<file path="src/rtl/fas_pkg.sv">
// Shared constants and types for the flagged asynchronous serial port.
// Assumes: 16x oversampling in both directions; register map of four bytes.
package fas_pkg;
    localparam int OVS = 16;

    localparam logic [1:0] ADR_DATA  = 2'd0;
    localparam logic [1:0] ADR_FLAG  = 2'd1;
    localparam logic [1:0] ADR_CTRL  = 2'd2;
    localparam logic [1:0] ADR_DIV   = 2'd3;

    typedef enum logic [2:0] {
        LN_IDLE,
        LN_START,
        LN_DATA,
        LN_FLAG,
        LN_STOP
    } line_state_e;
endpackage

</file>
<file path="src/rtl/fas_baud.sv">
// Oversample tick generator: a reload counter that pulses `tick` once every
// (D+1) clocks, where D is the divider and a divider of 0 is treated as 1,
// so a tick never occurs on two consecutive cycles.
// Assumes: the divider may change at any time; the new value takes effect
// on the next reload.
module fas_baud #(
    parameter int DIV_W = 8
) (
    input  logic             clk,
    input  logic             rst_n,
    input  logic [DIV_W-1:0] div,
    output logic             tick
);
    logic [DIV_W-1:0] cnt;
    logic [DIV_W-1:0] div_eff;

    // Clamp the divider so the tick is at most half the clock rate.
    always_comb div_eff = (div == '0) ? DIV_W'(1) : div;

    // Count down and reload on expiry.
    always_ff @(posedge clk) begin
        if (!rst_n)           cnt <= '0;
        else if (cnt == '0)   cnt <= div_eff;
        else                  cnt <= cnt - 1'b1;
    end

    assign tick = (cnt == '0);


    tick_spacing_chk: assert property (@(posedge clk) disable iff (!rst_n)
        tick |=> !tick);
endmodule

</file>
<file path="src/rtl/fas_tx.sv">
// Transmitter: one-byte holding register feeding a shifter.
// Frame: start, 7 or 8 data bits LSB first, optional flag bit, one stop bit.
// A frame begins only on a tick, so every bit lasts exactly OVS ticks.
// `drained` is high when nothing is held and the shifter is idle.
// Assumes: the mode inputs are sampled when a byte enters the shifter.
module fas_tx
    import fas_pkg::*;
#(
    parameter int DATA_W = 8
) (
    input  logic              clk,
    input  logic              rst_n,
    input  logic              tick,
    input  logic              short_char,
    input  logic              flag_mode,
    input  logic              wr_stb,
    input  logic              wr_flag,
    input  logic [DATA_W-1:0] wr_data,
    output logic              txd,
    output logic              hold_empty,
    output logic              drained
);
    localparam int CW = $clog2(OVS);
    localparam int BW = $clog2(DATA_W + 1);

    logic              hold_v;
    logic [DATA_W-1:0] hold_d;
    logic              hold_f;
    line_state_e       st;
    logic [CW-1:0]     tcnt;
    logic [BW-1:0]     bidx;
    logic [BW-1:0]     last_idx;
    logic [DATA_W-1:0] shreg;
    logic              flag_r;
    logic              flag_en_r;
    logic              txd_r;
    logic              load;
    logic              bit_end;

    always_comb load    = tick && (st == LN_IDLE) && hold_v;
    always_comb bit_end = tick && (tcnt == CW'(OVS - 1));

    // Holding register: accept a write only when empty, release on load.
    always_ff @(posedge clk) begin
        if (!rst_n) begin
            hold_v <= 1'b0;
            hold_d <= '0;
            hold_f <= 1'b0;
        end else begin
            if (load) hold_v <= 1'b0;
            if (wr_stb && !hold_v) begin
                hold_v <= 1'b1;
                hold_d <= wr_data;
                hold_f <= wr_flag;
            end
        end
    end

    // Tick counter within the current bit.
    always_ff @(posedge clk) begin
        if (!rst_n)                        tcnt <= '0;
        else if (load)                     tcnt <= '0;
        else if (tick && st != LN_IDLE)    tcnt <= (tcnt == CW'(OVS - 1)) ? '0 : tcnt + 1'b1;
    end

    // Frame sequencer and line driver.
    always_ff @(posedge clk) begin
        if (!rst_n) begin
            st        <= LN_IDLE;
            txd_r     <= 1'b1;
            shreg     <= '0;
            bidx      <= '0;
            last_idx  <= '0;
            flag_r    <= 1'b0;
            flag_en_r <= 1'b0;
        end else begin
            case (st)
                LN_IDLE: if (load) begin
                    st        <= LN_START;
                    txd_r     <= 1'b0;
                    shreg     <= hold_d;
                    flag_r    <= hold_f;
                    flag_en_r <= flag_mode;
                    last_idx  <= short_char ? BW'(DATA_W - 2) : BW'(DATA_W - 1);
                end
                LN_START: if (bit_end) begin
                    st    <= LN_DATA;
                    txd_r <= shreg[0];
                    shreg <= shreg >> 1;
                    bidx  <= '0;
                end
                LN_DATA: if (bit_end) begin
                    if (bidx == last_idx) begin
                        st    <= flag_en_r ? LN_FLAG : LN_STOP;
                        txd_r <= flag_en_r ? flag_r : 1'b1;
                    end else begin
                        bidx  <= bidx + 1'b1;
                        txd_r <= shreg[0];
                        shreg <= shreg >> 1;
                    end
                end
                LN_FLAG: if (bit_end) begin
                    st    <= LN_STOP;
                    txd_r <= 1'b1;
                end
                LN_STOP: if (bit_end) st <= LN_IDLE;
                default: st <= LN_IDLE;
            endcase
        end
    end

    assign txd        = txd_r;
    assign hold_empty = !hold_v;
    assign drained    = !hold_v && (st == LN_IDLE);


    idle_line_high_chk: assert property (@(posedge clk) disable iff (!rst_n)
        (st == LN_IDLE) |-> txd_r);

    full_write_drop_chk: assert property (@(posedge clk) disable iff (!rst_n)
        (hold_v && wr_stb) |=> $stable(hold_d));
endmodule

</file>
<file path="src/rtl/fas_rx.sv">
// Receiver: synchronises the line and detects a start bit on the ticks.
// The start bit is confirmed at its midpoint, so a shorter glitch is
// rejected. Data and flag bits are sampled every OVS ticks after that.
// Flags are held until the host reads the data register.
// Assumes: the mode inputs are sampled when a start edge is seen.
module fas_rx
    import fas_pkg::*;
#(
    parameter int DATA_W = 8
) (
    input  logic              clk,
    input  logic              rst_n,
    input  logic              tick,
    input  logic              rxd,
    input  logic              short_char,
    input  logic              flag_mode,
    input  logic              rd_clr,
    output logic [DATA_W-1:0] rx_data,
    output logic              ready,
    output logic              overrun,
    output logic              frame_err,
    output logic              rx_flag
);
    localparam int CW = $clog2(OVS);
    localparam int BW = $clog2(DATA_W + 1);

    logic              s1, s2;
    line_state_e       st;
    logic [CW-1:0]     tcnt;
    logic [BW-1:0]     bidx;
    logic [BW-1:0]     last_idx;
    logic [DATA_W-1:0] shreg;
    logic              flag_r, flag_en_r, short_r;
    logic              sample;
    logic              done;
    logic              ready_eff;
    logic [DATA_W-1:0] char_val;

    always_comb sample    = tick && (tcnt == CW'(OVS - 1));
    always_comb done      = sample && (st == LN_STOP);
    always_comb ready_eff = ready && !rd_clr;
    always_comb char_val  = short_r ? {1'b0, shreg[DATA_W-1:1]} : shreg;

    // Two-flop synchroniser, resting at mark.
    always_ff @(posedge clk) begin
        if (!rst_n) begin
            s1 <= 1'b1;
            s2 <= 1'b1;
        end else begin
            s1 <= rxd;
            s2 <= s1;
        end
    end

    // Frame sequencer: start detection, midpoint check, bit sampling.
    always_ff @(posedge clk) begin
        if (!rst_n) begin
            st        <= LN_IDLE;
            tcnt      <= '0;
            bidx      <= '0;
            last_idx  <= '0;
            shreg     <= '0;
            flag_r    <= 1'b0;
            flag_en_r <= 1'b0;
            short_r   <= 1'b0;
        end else if (tick) begin
            case (st)
                LN_IDLE: if (!s2) begin
                    st        <= LN_START;
                    tcnt      <= '0;
                    flag_en_r <= flag_mode;
                    short_r   <= short_char;
                    last_idx  <= short_char ? BW'(DATA_W - 2) : BW'(DATA_W - 1);
                end
                LN_START: begin
                    if (tcnt == CW'(OVS / 2 - 1)) begin
                        st   <= s2 ? LN_IDLE : LN_DATA;
                        tcnt <= '0;
                        bidx <= '0;
                    end else begin
                        tcnt <= tcnt + 1'b1;
                    end
                end
                LN_DATA: begin
                    if (sample) begin
                        tcnt  <= '0;
                        shreg <= {s2, shreg[DATA_W-1:1]};
                        if (bidx == last_idx) st <= flag_en_r ? LN_FLAG : LN_STOP;
                        else                  bidx <= bidx + 1'b1;
                    end else begin
                        tcnt <= tcnt + 1'b1;
                    end
                end
                LN_FLAG: begin
                    if (sample) begin
                        tcnt   <= '0;
                        flag_r <= s2;
                        st     <= LN_STOP;
                    end else begin
                        tcnt <= tcnt + 1'b1;
                    end
                end
                LN_STOP: begin
                    if (sample) begin
                        tcnt <= '0;
                        st   <= LN_IDLE;
                    end else begin
                        tcnt <= tcnt + 1'b1;
                    end
                end
                default: st <= LN_IDLE;
            endcase
        end
    end

    // Receive status: deliver or flag overrun; host read clears.
    always_ff @(posedge clk) begin
        if (!rst_n) begin
            rx_data   <= '0;
            ready     <= 1'b0;
            overrun   <= 1'b0;
            frame_err <= 1'b0;
            rx_flag   <= 1'b0;
        end else begin
            if (rd_clr) begin
                ready     <= 1'b0;
                overrun   <= 1'b0;
                frame_err <= 1'b0;
            end
            if (done) begin
                if (ready_eff) begin
                    overrun <= 1'b1;
                end else begin
                    ready     <= 1'b1;
                    rx_data   <= char_val;
                    frame_err <= !s2;
                    rx_flag   <= flag_en_r && flag_r;
                end
            end
        end
    end


    overrun_needs_full_chk: assert property (@(posedge clk) disable iff (!rst_n)
        $rose(overrun) |-> $past(ready));

    data_held_chk: assert property (@(posedge clk) disable iff (!rst_n)
        (ready && !rd_clr) |=> $stable(rx_data));
endmodule

</file>
<file path="src/rtl/flagged_async_serial.sv">
// Top level: register decode, control and divider registers, and the
// tick generator, transmitter and receiver.
// Assumes: single-cycle bus strobes; reads return combinational data.
module flagged_async_serial
    import fas_pkg::*;
#(
    parameter int DATA_W = 8,
    parameter int DIV_W  = 8
) (
    input  logic       clk,
    input  logic       rst_n,
    input  logic       bus_wr,
    input  logic       bus_rd,
    input  logic [1:0] bus_addr,
    input  logic [7:0] bus_wdata,
    output logic [7:0] bus_rdata,
    input  logic       rxd,
    output logic       txd,
    output logic       tx_idle
);
    logic             short_char;
    logic             flag_mode;
    logic [DIV_W-1:0] div;
    logic             tick;
    logic             tx_wr;
    logic             hold_empty;
    logic [DATA_W-1:0] rx_data;
    logic             ready, overrun, frame_err, rx_flag;
    logic             rd_clr;

    // Control and divider registers.
    always_ff @(posedge clk) begin
        if (!rst_n) begin
            short_char <= 1'b0;
            flag_mode  <= 1'b0;
            div        <= DIV_W'(1);
        end else if (bus_wr) begin
            if (bus_addr == ADR_CTRL) begin
                short_char <= bus_wdata[0];
                flag_mode  <= bus_wdata[1];
            end
            if (bus_addr == ADR_DIV) div <= DIV_W'(bus_wdata);
        end
    end

    always_comb tx_wr  = bus_wr && (bus_addr == ADR_DATA || bus_addr == ADR_FLAG);
    always_comb rd_clr = bus_rd && (bus_addr == ADR_DATA);

    // Read multiplexer.
    always_comb begin
        case (bus_addr)
            ADR_DATA: bus_rdata = 8'(rx_data);
            ADR_FLAG: bus_rdata = {2'b00, tx_idle, hold_empty, rx_flag, frame_err, overrun, ready};
            ADR_CTRL: bus_rdata = {6'd0, flag_mode, short_char};
            default:  bus_rdata = 8'(div);
        endcase
    end

    fas_baud #(.DIV_W(DIV_W)) u_baud (
        .clk  (clk),
        .rst_n(rst_n),
        .div  (div),
        .tick (tick)
    );

    fas_tx #(.DATA_W(DATA_W)) u_tx (
        .clk       (clk),
        .rst_n     (rst_n),
        .tick      (tick),
        .short_char(short_char),
        .flag_mode (flag_mode),
        .wr_stb    (tx_wr),
        .wr_flag   (bus_addr == ADR_FLAG),
        .wr_data   (DATA_W'(bus_wdata)),
        .txd       (txd),
        .hold_empty(hold_empty),
        .drained   (tx_idle)
    );

    fas_rx #(.DATA_W(DATA_W)) u_rx (
        .clk       (clk),
        .rst_n     (rst_n),
        .tick      (tick),
        .rxd       (rxd),
        .short_char(short_char),
        .flag_mode (flag_mode),
        .rd_clr    (rd_clr),
        .rx_data   (rx_data),
        .ready     (ready),
        .overrun   (overrun),
        .frame_err (frame_err),
        .rx_flag   (rx_flag)
    );


    idle_means_mark_chk: assert property (@(posedge clk) disable iff (!rst_n)
        tx_idle |-> txd);
endmodule

</file>
<file path="config.mk">
export PLATFORM = sky130hd
export DESIGN_NAME = flagged_async_serial
export DESIGN_NICKNAME = d
export VERILOG_FILES = /design/src/rtl/fas_pkg.sv /design/src/rtl/fas_baud.sv /design/src/rtl/fas_tx.sv /design/src/rtl/fas_rx.sv /design/src/rtl/flagged_async_serial.sv
export SDC_FILE = /design/constraint.sdc
export NUM_CORES = 1
export LEC_CHECK = 0
export BUFFER_PORTS_ARGS = -buffer_cell sky130_fd_sc_hd__buf_4
export CELL_PAD_IN_SITES_DETAIL_PLACEMENT = 1
export CELL_PAD_IN_SITES_GLOBAL_PLACEMENT = 1
export CORE_MARGIN = 2
export CORE_UTILIZATION = 40
export DETAILED_ROUTE_END_ITERATION = 8
export HOLD_SLACK_MARGIN = 0.05
export PLACE_DENSITY = 0.7
export SLEW_MARGIN = 15
export SYNTH_ARGS = -nofsm -noshare
export SYNTH_HDL_FRONTEND = slang
export SYNTH_SLANG_ARGS = --single-unit
</file>
<file path="constraint.sdc">
create_clock -name clk -period 2.41 [get_ports clk]
set_clock_uncertainty 0.1 [all_clocks]
set_input_delay 0.482 -clock clk [delete_from_list [all_inputs] [get_ports clk]]
set_output_delay 0.482 -clock clk [all_outputs]
set_load 0.01 [all_outputs]
</file>
==> impl_metrics.ini <==
[grt]
grt_pass1_wl_mm = 17.9
grt_max_degree = 35
antenna_found_initial = 0
grt_pass1_vias = 3527
track_usage = 0.197
globalRouteOverflowTotal = 0

[route]
wl_mm = 10.7
drtPass1Iterations = 4
drtIter0Drc = 116
avgViaCountPerCell = 5.46
num_vias = 3541
remaining_drc_errors = 0
drtAntennaViolNets = 0
wl_per_cell_um = 16.4

[power]
total_power_mw = 3.92
pwr_density_cell_nw_per_um2 = 805
clockPowerShare = 0.327
power_frac_comb = 0.229
power.switching_mw = 1.21
leakage_nw = 1.90
netSwitchingFraction = 0.309
seqPwrFrac = 0.444
max-vdd-ir-drop_mv = 0.320
power.internal_mw = 2.71

[sta]
hold_viol = 0
setup-violations-final = 0
timing.slew.headroom = 0.641
fin_crit_sh = 0.934
rsz0062_at_grt = no
tightestPinTransition_ns = 0.533
fmax_mhz = 444
tns_ns = 0
fin_crit_ns = 2.25
drv_slew = 0
holdWs_ns = 0.201

[outcome]
status = complete, no violations

[clock_network]
cts_max_path_buffers = 2
tritoncts = done
cts.clk_slew.worst_paths_ns = 0.09
post_cts_buffers = 0
cts_htree_levels = 3
root_buffer = clkbuf_8
cts-resized-gates = 0
cts.sinks = 90
cts_hold_buffers = 0
cts_buffers = 9
clk_latency_ns = 0.37

[critical_path]
arrival_ns = 1.67
worstSetupPathType = register to primary output
cp.required_ns = 1.83
cp-end-kind = primary output
cp_cell_sequence = nor4_2 > buf_4 > mux2i_1 > o21ai_0 > buf_4
path_max_fanout = 11
critPathMaxStageDelay_ns = 0.44
crit_top_cell = buf_4
start_kind = register
reg2reg_depth = 7
crit_slowest_cell = dfxtp_1

[floorplan]
die_y_um = 107
core_area_um2 = 10300
dieArea_um2 = 11500
initial_utilization = 0.413
rows = 37
io_pins = 25
die_w_um = 107

[cells_and_area]
multiInputGateArea_um2 = 2300
drive_gt1_frac = 0.145
fill_cells = 1191
antennaDiodeCount = 0
fin_cells = 648
utilization = 0.471
layout.nets = 527
syn_to_final_growth_pct = 14.0
ff_latch_area_um2 = 1800

[yosys]
netlist_top_cells_area = dfxtp_1 (42%), mux2i_1 (11%), nor2_1 (5.4%)
synth.cell_area_um2 = 4270
synth_edf_count = 0
synth_cells = 485
ys_types = 57
seq_area_frac_synth = 0.422
ys.warnings.count = 0
syn_area_per_cell_um2 = 8.80
synth.ff_latch_count = 90
yosys.area.top_type = dfxtp_1
synth_flop_cell = dfxtp_1
syn-num-nets = 505
synth.top_cell.area_share = 0.422
async_flop_share = 0

[place]
port_buffers = 24
dpl.hpwl_mm = 7.62
gp_congestion = 0.815
dp.cells = 632

[flow_run]
drv_cap = 0

[min_path]
hold_path_depth = 2
hp-class = primary input to register
cell families after synthesis:
group | Yosys count | synth area share
compound gates | 98 | 0.151
xor+xnor | 10 | 0.0205
fa+ha+maj | 5 | 0.0147
buf+inv | 39 | 0.0405
flops | 90 | 0.422
mux | 50 | 0.124
simple gates | 193 | 0.227
layout make-up:
cell class,count,share of cell area
Clock inverter,6,0.0234
Sequential cell,90,0.370
Clock buffer,10,0.0283
Multi-Input combinational cell,356,0.474
Tap cell,136,0.0350
Timing Repair Buffer,40,0.0617
Inverter,10,0.00771
state kept, by name, summed over array words and instances, names as in the netlist, 3 cells and up:
| signal | count |
|---|---|
| div | 8 |
| u_baud.cnt | 8 |
| u_rx.rx_data | 8 |
| u_rx.shreg | 8 |
| u_tx.hold_d | 8 |
| u_tx.shreg | 8 |
| u_rx.bidx | 4 |
| u_rx.tcnt | 4 |
| u_tx.bidx | 4 |
| u_tx.tcnt | 4 |
| u_rx.st | 3 |
| u_tx.st | 3 |
routing by layer:
| metal | GRT usage | up-vias | share of wire |
|---|---|---|---|
| met5 | 0 | - | 0 |
| met4 | 0.0770 | 0 | 0.017 |
| met3 | 0.0260 | 13 | 0.020 |
| met2 | 0.311 | 32 | 0.46 |
| met1 | 0.275 | 1729 | 0.50 |
| li1 | - | 1767 | - |
worst max-delay path: cells and delay by family, from the launching register on:
family / cells / cell delay [ns]
AOI/OAI and AO/OA: 1 / 0.16
DFF: 1 / 0.44
and+or+nand+nor: 1 / 0.30
buffers and inverters: 2 / 0.34
muxes: 1 / 0.07
per-stage QoR:
stage	cell area (µm²)	worst slack [ns]
global route	4870	0.00805
floorplan	4270	0.289
finish	4870	0.159
global placement	4610	0.292
CTS	4860	0.142
detailed placement	4610	0.215
Yosys cell counts, types with 9 or more instances:
cell type and instances:
mux2i_1 46, o21ai_0 25, clkbuf_1 18, a21oi_1 32, nor3_1 9, inv_1 9
a211oi_1 11, nand3_1 13, dfxtp_1 90, nand2_1 53, nor2_1 61, nand2b_1 9
cells in the final DEF, fill, tap and decap left out, drive strengths merged, types with 10 or more instances in the layout:
cell and instances:
a21oi 32, nand2 53, dfxtp 90, mux2i 46, buf 40, o21ai 25
clkbuf 10, nor2 61, nand3 14, a211oi 12
final timing paths:
| path | start | slack [ns] | end |
|---|---|---|---|
| max | u_tx.st[0] | 0.16 | bus_rdata[5] |
| min | rxd | 0.20 | u_rx.s1 |
| max reg2reg | u_baud.cnt[0] | 0.19 | u_rx.tcnt[2] |
| min reg2reg | u_rx.s1 | 0.32 | u_rx.s2 |
power by group through the flow:
stage / clock network [mW] / registers [mW] / logic (mW)
2_1_floorplan: 0 / 1.73 / 0.677
3_3_place_gp: 0 / 1.77 / 0.871
3_5_place_dp: 0 / 1.77 / 0.892
4_1_cts: 1.30 / 1.74 / 0.900
5_1_grt: 1.36 / 1.76 / 1.01
6_report: 1.28 / 1.74 / 0.896
(Power assumes the default switching activity.)
